<file path="config.mk">
export PLATFORM = sky130hd
export DESIGN_NAME = rram_byte_seq
export DESIGN_NICKNAME = d
export VERILOG_FILES = /design/src/rtl/rbs_pkg.sv /design/src/rtl/rbs_pulse_timer.sv /design/src/rtl/rbs_bit_tracker.sv /design/src/rtl/rram_byte_seq.sv
export SDC_FILE = /design/constraint.sdc
export NUM_CORES = 1
export LEC_CHECK = 0
export ABC_AREA = 1
export BUFFER_PORTS_ARGS = -buffer_cell sky130_fd_sc_hd__clkbuf_2
export CORE_UTILIZATION = 51
export DETAILED_ROUTE_END_ITERATION = 8
export PLACE_DENSITY = 0.81
export SLEW_MARGIN = 20
export SYNTH_ARGS = -nofsm -noshare
export SYNTH_HDL_FRONTEND = slang
export SYNTH_HIERARCHICAL = 1
export SYNTH_SLANG_ARGS = --single-unit
</file>
<file path="constraint.sdc">
create_clock -name clk -period 7.35 [get_ports clk]
set_clock_uncertainty 0.15 [all_clocks]
set_input_delay 0.3675 -clock clk [delete_from_list [all_inputs] [get_ports clk]]
set_output_delay 0.3675 -clock clk [all_outputs]
set_load 0.02 [all_outputs]
</file>
<file path="src/rtl/rbs_pkg.sv">
package rbs_pkg;

    localparam int BYTE_W = 8;

    typedef enum logic [1:0] {
        OP_READ  = 2'd0,
        OP_PROG  = 2'd1,
        OP_ERASE = 2'd2,
        OP_RSVD  = 2'd3
    } op_e;

    typedef enum logic [1:0] {
        ST_IDLE   = 2'd0,
        ST_READ   = 2'd1,
        ST_WRITE  = 2'd2,
        ST_FINISH = 2'd3
    } st_e;

    typedef enum logic [1:0] {
        LVL_OFF   = 2'd0,
        LVL_READ  = 2'd1,
        LVL_PROG  = 2'd2,
        LVL_ERASE = 2'd3
    } wl_lvl_e;

    typedef struct packed {
        logic [BYTE_W-1:0] anode;
        logic [BYTE_W-1:0] source;
    } line_drive_t;

    function automatic wl_lvl_e level_for(input op_e op);
        case (op)
            OP_PROG:  return LVL_PROG;
            OP_ERASE: return LVL_ERASE;
            default:  return LVL_READ;
        endcase
    endfunction

endpackage

</file>
<file path="src/rtl/rbs_pulse_timer.sv">
module rbs_pulse_timer #(
    parameter int CNT_W = 8
) (
    input  logic             clk,
    input  logic             rst,
    input  logic             start,
    input  logic             run,
    input  logic [CNT_W-1:0] limit_in,
    output logic             last
);
    logic [CNT_W-1:0] cnt;
    logic [CNT_W-1:0] lim;

    always_ff @(posedge clk) begin
        if (rst) begin
            cnt <= '0;
            lim <= '0;
        end else if (start) begin
            cnt <= '0;
            lim <= limit_in;
        end else if (run && !last) begin
            cnt <= cnt + 1'b1;
        end
    end

    // limit of zero behaves as one cycle
    assign last = ({1'b0, cnt} + 1'b1) >= {1'b0, lim};
endmodule

</file>
<file path="src/rtl/rbs_bit_tracker.sv">
module rbs_bit_tracker #(
    parameter int W = 8
) (
    input  logic         clk,
    input  logic         rst,
    input  logic         load,
    input  logic [W-1:0] load_val,
    input  logic         run,
    input  logic [W-1:0] cmpl,
    output logic [W-1:0] pend,
    output logic         all_clear
);
    always_ff @(posedge clk) begin
        if (rst) begin
            pend <= '0;
        end else if (load) begin
            pend <= load_val;
        end else if (run) begin
            pend <= pend & ~cmpl;
        end
    end

    assign all_clear = ((pend & ~cmpl) == '0);
endmodule

</file>
<file path="src/rtl/rram_byte_seq.sv">
module rram_byte_seq
    import rbs_pkg::*;
#(
    parameter int ADDR_W = 13,
    parameter int CNT_W  = 8,
    parameter int PU_W   = 2,
    parameter int RD_CYC = 2,
    parameter int MUX    = 8
) (
    input  logic                          clk,
    input  logic                          rst,
    input  logic                          req_valid,
    input  logic [1:0]                    req_op,
    input  logic [ADDR_W-1:0]             req_addr,
    input  logic [BYTE_W-1:0]             req_data,
    input  logic [PU_W-1:0]               cfg_pullup,
    input  logic [CNT_W-1:0]              cfg_prog_cycles,
    input  logic [CNT_W-1:0]              cfg_erase_cycles,
    input  logic [BYTE_W-1:0]             wr_done_i,
    input  logic [BYTE_W-1:0]             sense_i,
    output logic                          busy,
    output logic                          done,
    output logic                          timeout,
    output logic [BYTE_W-1:0]             rd_data,
    output logic                          wl_en,
    output logic [ADDR_W-$clog2(MUX)-1:0] wl_row,
    output logic [1:0]                    wl_lvl,
    output logic [$clog2(MUX)-1:0]        col_sel,
    output logic [BYTE_W-1:0]             anode_en,
    output logic [BYTE_W-1:0]             source_en,
    output logic [PU_W-1:0]               pullup_code,
    output logic                          rd_strobe
);
    localparam int COL_W = $clog2(MUX);
    localparam logic [CNT_W-1:0] RD_LIM = CNT_W'(RD_CYC);

    st_e               st;
    op_e               op_q;
    logic [ADDR_W-1:0] addr_q;
    logic [PU_W-1:0]   pu_q;
    logic              timeout_q;
    logic [BYTE_W-1:0] rd_q;

    logic              accept;
    logic              active;
    logic              last;
    logic              all_clear;
    logic              wr_end;
    logic [BYTE_W-1:0] pend;
    logic [CNT_W-1:0]  lim_sel;
    line_drive_t       drv;

    assign accept = (st == ST_IDLE) && req_valid && (op_e'(req_op) != OP_RSVD);
    assign active = (st == ST_READ) || (st == ST_WRITE);

    always_comb begin
        case (op_e'(req_op))
            OP_PROG:  lim_sel = cfg_prog_cycles;
            OP_ERASE: lim_sel = cfg_erase_cycles;
            default:  lim_sel = RD_LIM;
        endcase
    end

    rbs_pulse_timer #(.CNT_W(CNT_W)) u_timer (
        .clk      (clk),
        .rst      (rst),
        .start    (accept),
        .run      (active),
        .limit_in (lim_sel),
        .last     (last)
    );

    rbs_bit_tracker #(.W(BYTE_W)) u_track (
        .clk       (clk),
        .rst       (rst),
        .load      (accept),
        .load_val  ((op_e'(req_op) == OP_READ) ? '0 : req_data),
        .run       (st == ST_WRITE),
        .cmpl      (wr_done_i),
        .pend      (pend),
        .all_clear (all_clear)
    );

    assign wr_end = (st == ST_WRITE) && (all_clear || last);

    always_ff @(posedge clk) begin
        if (rst) begin
            st        <= ST_IDLE;
            op_q      <= OP_READ;
            addr_q    <= '0;
            pu_q      <= '0;
            timeout_q <= 1'b0;
            rd_q      <= '0;
        end else begin
            case (st)
                ST_IDLE: if (accept) begin
                    st        <= (op_e'(req_op) == OP_READ) ? ST_READ : ST_WRITE;
                    op_q      <= op_e'(req_op);
                    addr_q    <= req_addr;
                    pu_q      <= cfg_pullup;
                    timeout_q <= 1'b0;
                end
                ST_READ: if (last) begin
                    st   <= ST_FINISH;
                    rd_q <= sense_i;
                end
                ST_WRITE: if (wr_end) begin
                    st        <= ST_FINISH;
                    timeout_q <= !all_clear;
                end
                default: st <= ST_IDLE;
            endcase
        end
    end

    // per-column drive: polarity picked by the operation, gated per bit
    for (genvar b = 0; b < BYTE_W; b++) begin : g_col
        assign drv.anode[b]  = (st == ST_WRITE) && (op_q == OP_PROG)  && pend[b];
        assign drv.source[b] = (st == ST_WRITE) && (op_q == OP_ERASE) && pend[b];
    end

    assign anode_en    = drv.anode;
    assign source_en   = drv.source;
    assign busy        = (st != ST_IDLE);
    assign done        = (st == ST_FINISH);
    assign timeout     = timeout_q;
    assign rd_data     = rd_q;
    assign wl_en       = active;
    assign wl_row      = addr_q[ADDR_W-1:COL_W];
    assign wl_lvl      = active ? level_for(op_q) : LVL_OFF;
    assign col_sel     = active ? addr_q[COL_W-1:0] : '0;
    assign rd_strobe   = (st == ST_READ);
    assign pullup_code = (st == ST_READ) ? pu_q : '0;
endmodule

</file>
Yosys cells after proc, flatten, opt, wreduce, memory -nomap -nowiden
Index checks and enable logic that the tools add are counted.
{ "totals": {"out_inout_bits": 46, "reg_bits": 52, "input_bits": 60, "wordCells": 78} }
{ "classes": {"n_eq_ne": 11, "n_lt_le_gt_ge": 1, "n_reduce_logical": 37, "n_mux": 16, "n_addsub": 2, "bitwise": 2} }
{ "op_table": {"columns": ["operator", "count"], "rows": [
  ["2-to-1 mux 8 bit", 3],
  ["logical AND 1 bit", 22],
  ["case mux 8 bit (2 select lines)", 1],
  ["2-to-1 mux 2 bit", 6],
  ["adder 8 x 1 -> 9 bit, second input constant", 1],
  [">= comparator 9 x 8 -> 1 bit", 1],
  ["adder 8 x 1 -> 8 bit, second input constant", 1],
  ["AND 8 bit", 1],
  ["== test 2 bit, second input constant", 4],
  ["logical NOT 8 bit", 1],
  ["NOT 8 bit", 1],
  ["== test 2 x 1 -> 1 bit, second input constant", 3],
  ["!= test 2 bit, second input constant", 3],
  ["case mux 2 bit (3 select lines)", 1],
  ["AND reduction 3 bit", 2],
  ["nonzero test 2 bit", 3],
  ["logical NOT 2 bit", 2],
  ["case mux 2 bit (2 select lines)", 1],
  ["AND reduction 2 bit", 2],
  ["2-to-1 mux 3 bit", 1],
  ["logical NOT 1 bit", 2],
  ["logical OR 1 bit", 2],
  ["2-to-1 mux 1 bit", 2],
  ["!= test 2 x 1 -> 1 bit, second input constant", 1],
  ["other kinds (2)", 2]
]} }

Logic depth before layout (Yosys ltp)
{ "logic_depth": {"word_depth": 7, "depth_mapped": 20, "mapped_depth_nobuf": 20} }

By module
The synthesis kept the hierarchy.
{ "by_module_without_submodules": {"columns": ["module", "n_inst", "cells_each", "area_each_um2", "seq_area_each_um2"], "rows": [
  ["rram_byte_seq", 1, 250, 1615.3, 560.5],
  ["rbs_pulse_timer", 1, 150, 1042.2, 320.3],
  ["rbs_bit_tracker", 1, 84, 476.7, 160.2]
]} }

Worst setup path before layout
Ideal clock, no wire load.
{ "synth_timing": {"path_type": "register -> register", "startpoint": "register u_timer.cnt[0]", "endpoint": "register st[0]", "arrival_ps": 2224, "synth_period_minus_slack_ps": 2487, "required_ps": 7087, "n_path_buf": 0, "path_slack_ps": 4863, "setup_ps": 113, "path_stages_with_launch": 19, "path_cell_list": "dfxtp_1 ha_1 nand3_2 nor2_4 xor2_1 inv_1 ha_1 nand2_1 inv_2 nand2_1 nand2_1 nand2_4 nand2_1 nor2_1 nand2_1 nand3_1 nand2_1 nand2_1 nor2_1"} }
{ "synth_via": {"elab_chain_len": 6, "word_cells_on_any_way": 7, "classes_between": "add/sub: 1; order compare: 1; eq/ne: 2; reduce/logical: 3"} }
{ "synth_rtl": {"columns": ["item", "line_no", "source"], "rows": [
  ["start: declaration", "rbs_pulse_timer.sv:11", "logic [CNT_W-1:0] cnt;"],
  ["start signal: assignment", "rbs_pulse_timer.sv:22", "cnt <= cnt + 1'b1;"],
  ["adder 8 x 1 -> 9 bit *", "rbs_pulse_timer.sv:27", "assign last = ({1'b0, cnt} + 1'b1) >= {1'b0, lim};"],
  [">= comparator 9 x 8 -> 1 bit *", "rbs_pulse_timer.sv:27", null],
  ["named net last", "rram_byte_seq.sv:46", "logic last;"],
  ["logical OR 1 bit", "rram_byte_seq.sv:84", "assign wr_end = (st == ST_WRITE) && (all_clear || last);"],
  ["logical AND 1 bit", "rram_byte_seq.sv:84", null],
  ["!= test 2 bit (no source line)", null, null],
  ["AND reduction 3 bit (no source line) *", null, null],
  ["end signal: assignment", "rram_byte_seq.sv:97", "st <= (op_e'(req_op) == OP_READ) ? ST_READ : ST_WRITE;"],
  ["end: declaration", "rram_byte_seq.sv:37", "st_e st;"]
]} }
The timed path passes the listed nets; every way through them passes the cells marked *.
A chain may end at the register's enable or synchronous reset.

Worst setup path after layout
{ "layout_timing": {"startpoint": "register u_timer.cnt[0]", "endpoint": "register st[1]"} }
The elaborated chain is that of the path after synthesis.

==> flow_metrics.py <==
metrics = {
    "run_status": {
        "status": "finished clean",
    },
    "sta": {
        "setup_viol": 0,
        "worst-slew-pin-transition_ns": 0.806,
        "final.setup.tns_ns": 0,
        "finalCritPeriodShare_pct": 38.4,
        "max_freq_mhz": 355,
        "slew_violations": 0,
        "layout_min_cycle_time_ns": 2.82,
        "rsz0062_at_grt": "false",
        "hold_violations": 0,
        "slew_headroom_pct": 46.1,
    },
    "routing": {
        "drc_errors": 0,
        "wl_met1_um": 3150,
        "met2RoutedLength_um": 3580,
        "met3_length_um": 397,
        "vias": 3125,
        "routedWlPerCell_um": 11.1,
        "via_per_inst": 4.82,
        "drt_iter0_markers": 152,
        "finalWirelength_um": 7210,
        "drtAntennaViolNets": 0,
        "top_layer_used": "met4",
        "dr.pass1.iters": 4,
    },
    "yosys": {
        "yosysMostFrequentCell": "nor2_1",
        "syn_nets": 564,
        "synth.area.top_cells": "dfxtp_1 (33%), nor2_1 (14%), nand2_1 (12%)",
        "synth_edf_count": 0,
        "synth_top_area_share_pct": 33.2,
        "synth_largest_area_cell": "dfxtp_1",
        "async_flop_share_pct": 0,
        "ys_ff_latch": 52,
        "ys_seq_area_share_pct": 33.2,
        "dominantRegCellSynth": "dfxtp_1",
        "syn_inst": 484,
        "syn_avg_cell_area_um2": 6.48,
        "ys_warn_count": 6,
        "ys_top_cells_by_count": "nor2_1 (116), nand2_1 (100), inv_1 (84), dfxtp_1 (52), o21ai_0 (25)",
        "syn_area_um2": 3130,
        "synth_cell_types": 27,
    },
    "clock_network": {
        "clock-sinks": 52,
        "cts_max_path_buffers": 2,
        "cts_resized": 0,
        "postCtsHoldBufs": 0,
        "cts_made_buffers": 5,
        "clock_latency_ns": 0.31,
        "cts_tree": "done",
        "cts_setup_buffers": 0,
        "clkTransAtPathRegs_ns": 0.09,
        "cts-root-buf": "clkbuf_8",
        "htreeDepth": 2,
    },
    "layout": {
        "finalNetCount": 653,
        "drive_gt1_share_pct": 22.6,
        "n_antenna_cell": 0,
        "finalCoreUtilization_pct": 62.4,
        "multiInputGateArea_um2": 1610,
        "area_growth_pct": 17.8,
        "fillers": 569,
        "area.sequential_um2": 1040,
    },
    "global_routing": {
        "grt_usage_pct": 23.0,
        "grt_overflow": 0,
        "antenna_found_initial": 0,
        "grt_max_degree": 35,
        "grt_pass1_wl_um": 11800,
        "grt_pass1_vias": 2796,
    },
    "power_and_ir_drop": {
        "p_leak_nw": 2.03,
        "power.density_nw_per_um2": 308,
        "p_total_mw": 1.14,
        "ir_worst_vdd_v": 0.000189,
    },
    "setup_path": {
        "reg2reg_from": "u_timer/cnt[0]",
        "rr_endpoint": "st[1]",
        "crit_type": "flip-flop to flip-flop",
        "crit_chain": "ha_1, nand3_2, nor2_4, xor2_1, inv_1, ha_1, nand2_1, inv_2, nand2_1, nand2_1, nand2_4, nand2_1, nor2_1, nand2_1, nand3_1, nand2_1, nand2_1, nor2_1",
        "cp_slowest_cell": "dfxtp_1",
        "timing.critical_path.buf_inv": 2,
        "cp_common_cell": "nand2_1",
        "cp-end-kind": "flip-flop",
        "reg2reg_depth": 18,
        "reg2reg_slack_ns": 4.53,
        "critical_path_required_ns": 7.41,
        "max_stage_delay_ns": 0.42,
        "crit_fanout": 10,
        "path_delay_family": "simple AND/OR/NAND/NOR gates",
        "worst-endpoint-arrival_ns": 2.88,
        "start_kind": "flip-flop",
    },
    "floorplan": {
        "io_pins": 106,
        "core_area_um2": 5920,
        "die_area_um2": 6460,
        "dieWidth_um": 80.4,
        "rows": 28,
        "start_util_pct": 52.9,
        "die_h_um": 80.4,
    },
    "placement": {
        "port_buffers": 105,
        "dp_hpwl_um": 5430,
        "place.gp.congestion": 0.835,
    },
    "worst_hold_path": {
        "hold_end": "addr_q[10]",
        "hp-start": "req_addr[10]",
        "hold_path_class": "primary input to flip-flop",
        "holdPathStages": 3,
    },
    "flow_run": {
        "drv_cap": 0,
    },
}
-- final cells by class --
type	count	area share [%]
clock buffer	7	2.34
clock inverter	1	0.203
inverter	88	8.94
multi-input combinational	321	43.6
sequential	52	28.2
tap	75	2.54
timing repair buffer	105	14.2
-- cell usage in the layout (no fill, tap or decap), types with 3 or more instances in the layout --
cell type and count:
a21oi_1 15, clkbuf_8 6, nand2_4 3, inv_1 84, nor2_1 116, dfxtp_1 52, nor2_2 3, clkbuf_2 105
o21ai_0 25, ha_1 20, a211oi_1 7, inv_2 4, nand2_1 100, nand3_1 9, xor2_1 3, nor2_4 3
nand4_1 11
-- worst max path at each step --
stage | startpoint | end | slack (ns) | depth (start not counted)
floorplan | u_timer/cnt[0] | st[0] | 4.86 | 18
global placement | u_timer/cnt[0] | rd_data[0] | 4.68 | 16
detailed placement | u_timer/cnt[0] | rd_data[2] | 4.57 | 16
CTS | u_timer/cnt[0] | st[1] | 4.53 | 18
global route | u_timer/cnt[0] | rd_data[3] | 4.24 | 16
finish | u_timer/cnt[0] | st[1] | 4.53 | 18
-- registers in the layout, indices dropped and copies added, names as in the netlist --
register      cells
u_timer/cnt       8
addr_q           13
op_q              2
rd_data           8
st                2
u_timer/lim       8
timeout           1
pu_q              2
u_track/pend      8
-- per-layer routing --
metal,track usage (%),vias up
li1,-,1631
met1,27.7,1388
met2,41.8,96
met3,3.64,10
met4,6.43,0
met5,0,-
-- cell families after synthesis --
group / count (synthesis) / synth area share, %
buffers and inverters: 111 / 15.4
adder cells (fa/ha/maj): 20 / 7.98
AO/OA/AOI/OAI: 50 / 9.18
flip-flops: 52 / 33.2
XOR/XNOR: 3 / 0.838
AND/OR/NAND/NOR: 248 / 33.3
-- worst register-to-register path, cell delays in order, from the launching register on --
cell and delay (ns):
dfxtp_1 0.42, ha_1 0.23, nand3_2 0.12, nor2_4 0.14, xor2_1 0.19, inv_1 0.06
ha_1 0.30, nand2_1 0.09, inv_2 0.03, nand2_1 0.05, nand2_1 0.07, nand2_4 0.13
nand2_1 0.13, nor2_1 0.13, nand2_1 0.07, nand3_1 0.18, nand2_1 0.10, nand2_1 0.08
nor2_1 0.06
-- report_power, final --
part	internal [mW]	total, mW	switching (mW)	leakage (nW)
logic	0.189	0.580	0.392	1.56
clock network	0.0767	0.169	0.0925	0.0445
registers	0.347	0.387	0.0401	0.426
total	0.612	1.14	0.524	2.03
-- per-stage QoR --
| stage | instance area [µm²] | std cells | setup slack [ns] | hold WS (ns) |
|---|---|---|---|---|
| 4_1_cts | 3690 | 649 | 4.53 | 0.128 |
| 5_1_grt | 3690 | 649 | 4.24 | 0.137 |
| 2_1_floorplan | 3130 | 484 | 4.86 | 0.287 |
| 3_3_place_gp | 3600 | 641 | 4.68 | 0.312 |
| 3_5_place_dp | 3600 | 641 | 4.57 | 0.316 |
| 6_report | 3690 | 649 | 4.53 | 0.126 |
Power figures use the tool's default switching activity.
